<file path="config.mk">
export PLATFORM = sky130hd
export DESIGN_NAME = hostport_ctrl
export DESIGN_NICKNAME = d
export VERILOG_FILES = /design/src/rtl/hp_pkg.sv /design/src/rtl/hp_sync.sv /design/src/rtl/hp_cycle.sv /design/src/rtl/hp_mem.sv /design/src/rtl/hostport_ctrl.sv
export SDC_FILE = /design/constraint.sdc
export NUM_CORES = 1
export LEC_CHECK = 0
export ABC_AREA = 1
export BUFFER_PORTS_ARGS = -buffer_cell sky130_fd_sc_hd__buf_2
export CAP_MARGIN = 10
export CORE_AREA = 5 5 183 255
export CTS_CLUSTER_SIZE = 24
export DETAILED_ROUTE_END_ITERATION = 10
export DIE_AREA = 0 0 188 260
export GPL_TIMING_DRIVEN = 0
export PLACE_DENSITY = 0.46
export SLEW_MARGIN = 25
export SYNTH_ARGS = -nofsm -noshare
export SYNTH_HDL_FRONTEND = slang
export SYNTH_SLANG_ARGS = --single-unit
</file>
<file path="constraint.sdc">
create_clock -name clk -period 2.8 [get_ports clk]
set_clock_uncertainty 0.15 [all_clocks]
set_input_delay 0.28 -clock clk [delete_from_list [all_inputs] [get_ports clk]]
set_output_delay 0.28 -clock clk [all_outputs]
set_load 0.02 [all_outputs]
</file>
<file path="src/rtl/hp_pkg.sv">
package hp_pkg;

  typedef enum logic [1:0] {
    ACC_CTRL     = 2'b00,
    ACC_DATA_INC = 2'b01,
    ACC_ADDR     = 2'b10,
    ACC_DATA_FIX = 2'b11
  } acc_e;

  typedef struct packed {
    acc_e acc;
    logic rd;
  } cyc_t;

  // Codes with bit 0 set reach the memory array.
  function automatic logic acc_is_data(acc_e a);
    return a[0];
  endfunction

  function automatic logic acc_wants_inc(acc_e a);
    return a == ACC_DATA_INC;
  endfunction

endpackage

</file>
<file path="src/rtl/hp_sync.sv">
module hp_sync #(
  parameter int          W    = 1,
  parameter logic [W-1:0] INIT = '0
) (
  input  logic         clk,
  input  logic         rst_n,
  input  logic [W-1:0] d,
  output logic [W-1:0] q
);
  logic [W-1:0] meta;

  always_ff @(posedge clk or negedge rst_n) begin
    if (!rst_n) begin
      meta <= INIT;
      q    <= INIT;
    end else begin
      meta <= d;
      q    <= meta;
    end
  end
endmodule

</file>
<file path="src/rtl/hp_cycle.sv">
module hp_cycle
  import hp_pkg::*;
(
  input  logic       clk,
  input  logic       rst_n,
  input  logic       cs_n,
  input  logic       ds1_n,
  input  logic       ds2_n,
  input  logic       as_n,
  input  logic [1:0] ctl,
  input  logic       rnw,
  output logic       start,
  output cyc_t       cyc
);
  logic stb, stb_q, as_q, as_fall;
  logic hold_v;
  cyc_t hold, cur;

  assign stb     = !cs_n && (ds1_n ^ ds2_n);
  assign as_fall = as_q && !as_n;
  assign start   = stb && !stb_q;
  assign cur     = '{acc: acc_e'(ctl), rd: rnw};
  assign cyc     = hold_v ? hold : cur;

  always_ff @(posedge clk or negedge rst_n) begin
    if (!rst_n) begin
      stb_q  <= 1'b0;
      as_q   <= 1'b1;
      hold_v <= 1'b0;
      hold   <= '{acc: ACC_CTRL, rd: 1'b0};
    end else begin
      stb_q <= stb;
      as_q  <= as_n;
      if (start) begin
        hold_v <= 1'b0;
      end else if (as_fall) begin
        hold_v <= 1'b1;
        hold   <= cur;
      end
    end
  end
endmodule

</file>
<file path="src/rtl/hp_mem.sv">
module hp_mem #(
  parameter int DW    = 16,
  parameter int DEPTH = 16,
  localparam int AW   = $clog2(DEPTH)
) (
  input  logic          clk,
  input  logic          rst_n,
  input  logic          we,
  input  logic [AW-1:0] wa,
  input  logic [DW-1:0] wd,
  input  logic          re,
  input  logic [AW-1:0] ra,
  output logic [DW-1:0] q
);
  logic [DW-1:0] arr [DEPTH];

  always_ff @(posedge clk) begin
    if (we) arr[wa] <= wd;
  end

  always_ff @(posedge clk or negedge rst_n) begin
    if (!rst_n)  q <= '0;
    else if (re) q <= arr[ra];
  end
endmodule

</file>
<file path="src/rtl/hostport_ctrl.sv">
module hostport_ctrl
  import hp_pkg::*;
#(
  parameter int DW    = 16,
  parameter int DEPTH = 16
) (
  input  logic          clk,
  input  logic          rst_n,
  input  logic          hp_cs_n,
  input  logic          hp_ds1_n,
  input  logic          hp_ds2_n,
  input  logic          hp_as_n,
  input  logic [1:0]    hp_ctl,
  input  logic          hp_rnw,
  input  logic [DW-1:0] hp_wdata,
  output logic [DW-1:0] hp_rdata,
  output logic          hp_rdy
);
  localparam int AW = $clog2(DEPTH);
  localparam int SW = 7 + DW;
  localparam logic [SW-1:0] SINIT = {4'b1111, {(3 + DW){1'b0}}};

  typedef enum logic [1:0] {ST_IDLE, ST_MEM, ST_DONE} st_e;

  function automatic logic [AW-1:0] next_ptr(logic [AW-1:0] p);
    return p + 1'b1;
  endfunction

  logic          cs_s, ds1_s, ds2_s, as_s, rnw_s;
  logic [1:0]    ctl_s;
  logic [DW-1:0] wdata_s;

  hp_sync #(.W(SW), .INIT(SINIT)) u_sync (
    .clk  (clk),
    .rst_n(rst_n),
    .d    ({hp_cs_n, hp_ds1_n, hp_ds2_n, hp_as_n, hp_ctl, hp_rnw, hp_wdata}),
    .q    ({cs_s, ds1_s, ds2_s, as_s, ctl_s, rnw_s, wdata_s})
  );

  logic start;
  cyc_t cyc;

  hp_cycle u_cycle (
    .clk  (clk),
    .rst_n(rst_n),
    .cs_n (cs_s),
    .ds1_n(ds1_s),
    .ds2_n(ds2_s),
    .as_n (as_s),
    .ctl  (ctl_s),
    .rnw  (rnw_s),
    .start(start),
    .cyc  (cyc)
  );

  st_e           state;
  cyc_t          cmd_q;
  logic [DW-1:0] ctrl_q, wd_q, reg_rd_q, mem_q;
  logic [AW-1:0] rptr, wptr;
  logic          rdy_q, from_mem;

  // Named internal events
  logic mem_go, mem_wr, mem_rd, mem_inc;
  assign mem_go  = (state == ST_MEM);
  assign mem_wr  = mem_go && !cmd_q.rd;
  assign mem_rd  = mem_go && cmd_q.rd;
  assign mem_inc = mem_go && acc_wants_inc(cmd_q.acc);

  always_ff @(posedge clk or negedge rst_n) begin
    if (!rst_n) begin
      state    <= ST_IDLE;
      cmd_q    <= '{acc: ACC_CTRL, rd: 1'b0};
      ctrl_q   <= '0;
      wd_q     <= '0;
      reg_rd_q <= '0;
      rptr     <= '0;
      wptr     <= '0;
      rdy_q    <= 1'b1;
      from_mem <= 1'b0;
    end else begin
      unique case (state)
        ST_IDLE: begin
          if (start) begin
            if (acc_is_data(cyc.acc)) begin
              state <= ST_MEM;
              rdy_q <= 1'b0;
              cmd_q <= cyc;
              wd_q  <= wdata_s;
            end else if (cyc.acc == ACC_CTRL) begin
              if (cyc.rd) begin
                reg_rd_q <= ctrl_q;
                from_mem <= 1'b0;
              end else begin
                ctrl_q <= wdata_s;
              end
            end else begin
              if (cyc.rd) begin
                reg_rd_q <= DW'(rptr);
                from_mem <= 1'b0;
              end else begin
                rptr <= wdata_s[AW-1:0];
                wptr <= wdata_s[AW-1:0];
              end
            end
          end
        end
        ST_MEM: begin
          state <= ST_DONE;
          if (cmd_q.rd) from_mem <= 1'b1;
          if (mem_inc) begin
            if (cmd_q.rd) rptr <= next_ptr(rptr);
            else          wptr <= next_ptr(wptr);
          end
        end
        default: begin
          state <= ST_IDLE;
          rdy_q <= 1'b1;
        end
      endcase
    end
  end

  hp_mem #(.DW(DW), .DEPTH(DEPTH)) u_mem (
    .clk  (clk),
    .rst_n(rst_n),
    .we   (mem_wr),
    .wa   (wptr),
    .wd   (wd_q),
    .re   (mem_rd),
    .ra   (rptr),
    .q    (mem_q)
  );

  assign hp_rdata = from_mem ? mem_q : reg_rd_q;
  assign hp_rdy   = rdy_q;

endmodule

</file>
==> Yosys cells after proc, flatten, opt, wreduce, memory -nomap -nowiden <==
Memory sizes are Yosys's and may differ from the RTL's. A register that Yosys moved wholly into a read port is not among the register bits.
Index checks and enable logic that the tools add are counted.
{ "word_totals": {"input_bits": 25, "latch_bits": 0, "word_cells": 90, "ff_bits": 115, "ramBits": 256, "mem_count": 1, "romBits": 0} }
{ "classes": {"div": 0, "add_sub_neg": 2, "multipliers": 0, "n_bitwise": 5, "reduce_logical": 24, "n_mux": 30, "n_eq_ne": 11, "n_shift": 0, "order_cmp": 0} }
{ "memory_table": {"columns": ["name", "words", "width", "read_ports", "rd_clocked_by_memory_dff", "wr", "line_no", "rtl"], "rows": [
  ["u_mem.arr", 16, 16, 1, 1, 1, "hp_mem.sv:15", "logic [DW-1:0] arr [DEPTH];"]
]} }
{ "op_table": {"columns": ["op", "count"], "rows": [
  ["2-to-1 mux 16 bit", 4],
  ["2-to-1 mux 4 bit", 8],
  ["!= test 2 bit, second input constant", 8],
  ["case mux 4 bit (2 select lines)", 2],
  ["AND reduction 7 bit", 2],
  ["2-to-1 mux 1 bit", 10],
  ["AND reduction 5 bit", 2],
  ["adder 4 x 1 -> 4 bit, second input constant", 2],
  ["logical AND 1 bit", 6],
  ["AND reduction 3 bit", 2],
  ["logical NOT 1 bit", 5],
  ["== test 2 x 1 -> 1 bit, second input constant", 2],
  ["logical NOT 2 bit", 2],
  ["2-to-1 mux 2 bit", 2],
  ["inverter 1 bit", 4],
  ["case mux 1 bit (2 select lines)", 2],
  ["case mux 2 bit (2 select lines)", 1],
  ["AND reduction 2 bit", 2],
  ["AND reduction 4 bit", 1],
  ["nonzero test 2 bit", 2],
  ["2-to-1 mux 3 bit", 1],
  ["!= test 2 x 1 -> 1 bit, second input constant", 1],
  ["XOR 1 bit", 1]
]} }

==> Logic depth before layout (Yosys ltp) <==
{ "logic_depth": {"depth_word": 6, "mapped_depth": 12, "ltp_nobuf": 9} }

==> Hierarchy <==
A second synthesis with hierarchy kept.
{ "unflattened": {"hier_cells": 1360, "area_unflattened_um2": 15371.0} }
{ "modules_own_cells": {"columns": ["module", "cells_each", "area_each_um2", "seq_area_each_um2", "instances"], "rows": [
  ["hp_mem", 934, 11026.8, 8087.8, 1],
  ["hostport_ctrl", 347, 2874.0, 1577.8, 1],
  ["hp_sync", 46, 1161.1, 1161.1, 1],
  ["hp_cycle", 33, 309.0, 151.4, 1]
]} }

==> Least setup slack after synthesis <==
Ideal clock, no wire load.
{ "synth_timing": {"path_kind": "register to register", "from": "reg state[1]", "to": "mem u_mem.arr[0][0], enable pin", "n_path_buf": 0, "setup_ns": 0.388, "slack_ns": 0.670, "stages_incl_launch_ff": 6, "arrival_ns": 1.592, "synth_period_minus_slack_ns": 2.130, "cell_sequence": "dfrtp_1 inv_1 nand2_1 nor2_1 nand2_1 nor2_1"} }
{ "synth_via": {"elab_chain_len": 4} }
{ "synth_rtl": {"columns": ["item", "line_no", "rtl"], "rows": [
  ["start, declared", "hostport_ctrl.sv:56", "st_e state;"],
  ["start signal, assigned", "hostport_ctrl.sv:71", "state <= ST_IDLE;"],
  ["start signal, assigned", "hostport_ctrl.sv:85", "state <= ST_MEM;"],
  ["start signal, assigned", "hostport_ctrl.sv:108", "state <= ST_DONE;"],
  ["== test 2 x 1 -> 1 bit", "hostport_ctrl.sv:64", "assign mem_go = (state == ST_MEM);"],
  ["logical AND 1 bit", "hostport_ctrl.sv:65", "assign mem_wr = mem_go && !cmd_q.rd;"],
  ["2-to-1 mux 1 bit", "hp_mem.sv:18", "if (we) arr[wa] <= wd;"],
  ["2-to-1 mux 1 bit (not written as such)", "hp_mem.sv:18", null],
  ["end, declared", "hp_mem.sv:15", null]
]} }
Every way passes these cells.

==> impl_results.md <==
- Final WL: ~44000 um
- Synth Flop Type: edfxtp_1
- Chip width: approximately 190 um
- Area delta synth->final: 16.8%
- First-pass GRT wire length: 66400 um
- Final hold slack: approximately 61 ps
- CTS tree: done
- Largest net degree at the start of global routing: 92
- Register area share after synthesis: 0.722
- Seq cells post-synth: roughly 390
- Starting Density: 0.346
- Placed Cells: a little under 2000
- Mapped cell area: 0.0152 mm^2
- Initial DRT Pass Iterations: 5
- Clock buffer depth: 3
- Startpoint types: register
- Crit path cell chain: inv_1, buf_2, buf_1, nand3_1, nand3_1, nand2_1, nand2_1, nand2_1, nand2_1, nand2_1
- EDFF count, synth: ~260
- PwrDens: 1030 mW/mm^2
- M1 GR Usage: 0.208
- Clock Pin Slew Worst Setup and Hold Paths: 70 ps
- Antenna Nets Post-Route: 0
- Worst-margin pin slew: between 900 and 1000 ps
- Total Routing Usage GR: 0.182
- Max_slew headroom: 0.347
- Standby leakage power: slightly above 7 nW
- Max-cap violations: 0
- CP Max Fanout: 10
- Worst path max stage delay: approximately 620 ps
- Postcts setup bufs: 0
- Final Hold Violating Endpoints: 0
- Final period utilization: 0.903
- Die Ht: roughly 260 um
- Synth Area per Inst: around 11 um^2
- TritonCTS Buffers: 38
- Rows: 91
- CORE AREA: approximately 0.044 mm^2
- Mapped Nets: 1400
- Routed vias: between 10000 and 15000
- Initial drt markers: about 690
- # resized after CTS: 0
- Critical Path RT: a little over 3000 ps
- Mapped Cells: approximately 1400
- Vias in the first global route: approximately 10000
- Ant diodes: 0
- Non-filler cells, final: between 2000 and 2500
- Register area: ~0.011 mm^2
- Final Setup Violations: 0
- Layer with the highest usage: met2
- Met2 Usage GRT: 0.341
- Slowest CP cell: buf_1
- Vias/cell: roughly 4.9
- WS Path Type: reg2reg
- Root Driver: clkbuf_16
- H-tree levels: 2
- WL per Instance: around 21 um
- Final Slew Violations: 0
- Final nets: around 1500
- CP Capture Type: register
- # DRC: 0
- Status: complete, no violations
- Fmax: roughly 400 MHz
- Commonest cells after routing, fill and taps aside: nand2_1 (474), edfxtp_1 (256), nand3_1 (209)
- Share of layout cells above drive strength 1: 0.117
- Commonest non-fill, non-tap cell in the layout: nand2_1
- Ports: 42
- Cts hold-fix bufs: 24
- Clock sinks: a little under 400
- Grt total ovfl: 0
- Fin crit period: 2530 ps
- Worst EP arrival: roughly 2800 ps
- Worst skew pair latency: 540 ps
- Count of cell types in the netlist: 27
- Synth warn: 0
- Full die area: roughly 0.049 mm^2
- Asr flop ratio synth: 0.339
- Fillcell total: 4264
- Multi-input logic area: about 0.0037 mm^2
- VDD IR max: between 0.6 and 0.7 mV
- GPL Wtd Cong: approximately 0.84
- RSZ-0062 raised after global routing: no
- Buffers on Ports: ~40
- Initial antenna violation count: 0
- Final HPWL DP: approximately 30000 um
- HP Class: in2async
- GR Util met3: 0.0196
- Worst path most repeated cell: nand2_1
## cell usage after synthesis, types with 3 or more instances
cell / number / area, um^2
a21oi_1: 23 / 115
buf_1: 13 / 48.8
buf_2: 35 / 175
buf_4: 3 / 22.5
clkbuf_1: 20 / 75.1
dfrtp_1: 121 / 3030
dfstp_2: 10 / 263
edfxtp_1: 256 / 7690
ha_1: 5 / 62.6
inv_1: 69 / 259
nand2_1: 474 / 1780
nand3_1: 209 / 1050
nor2_1: 42 / 158
o21ai_0: 70 / 350
o21ai_1: 3 / 15.0
## flip-flops by register name, summed over array words and instances, names as in the netlist, 16 cells and up
register     cells
reg_rd_q        16
u_sync.q        23
u_mem.arr      256
wd_q            16
ctrl_q          16
u_sync.meta     23
u_mem.q         16
## worst max-delay path: cells and delay by family (launching register included)
kind | cells | cell delay [ps]
flops | 1 | 460
simple gates | 7 | 780
buf+inv | 3 | 1010
## report_power, final
| part | internal, mW | switching [mW] |
|---|---|---|
| Sequential | 7.12 | 0.959 |
| Clock | 2.90 | 2.15 |
| Combinational | 1.37 | 3.72 |
## area by class of cell
cell class | count | area share
Buffer | 71 | 0.0181
Clock buffer | 52 | 0.0612
Clock inverter | 15 | 0.00690
Inverter | 73 | 0.0154
Multi-Input combinational cell | 839 | 0.210
Sequential cell | 387 | 0.618
Tap cell | 558 | 0.0393
Timing Repair Buffer | 71 | 0.0310
## worst paths after layout
| path | start | to | slack (ps) | depth (start not counted) |
|---|---|---|---|---|
| worst max-delay path | rptr[1] | u_mem.q[2] | 270 | 10 |
| max in group asynchronous | rst_n | u_sync.q[19] | 1660 | 3 |
| worst min register to register | u_sync.meta[5] | u_sync.q[5] | 200 | 0 |
| min in group clk | u_sync.meta[5] | u_sync.q[5] | 200 | 0 |
| worst max register to register | rptr[1] | u_mem.q[2] | 270 | 10 |
| worst min-delay path | rst_n | u_sync.meta[10] | 60 | 2 |
## metrics by stage
stage	setup slack (ps)	total power [mW]	instance area, um^2	util	setup TNS, ps
floorplan	670	10.7	15200	-	0
global route	175	19.2	17800	0.404	0
finish	272	18.2	17800	0.404	0
global placement	-524	13.2	16100	0.367	-120420
detailed placement	310	13.3	16300	0.371	0
CTS	290	18.4	17800	0.404	0
## per-layer routing
metal / up-vias / routed length [um]
met1: 5017 / 16900
met2: 235 / 23800
met4: 0 / 2110
met3: 81 / 1390
li1: 4821 / -
met5: - / 0
## kinds of logic after synthesis
kind of cell	synth area share
and+or+nand+nor	0.202
DFF	0.722
buffers and inverters	0.0392
AOI/OAI and AO/OA	0.0322
adders and majority gates	0.00411
xor gates and xnor gates	0.00115
Note: power is estimated with default switching activity, not from simulation.
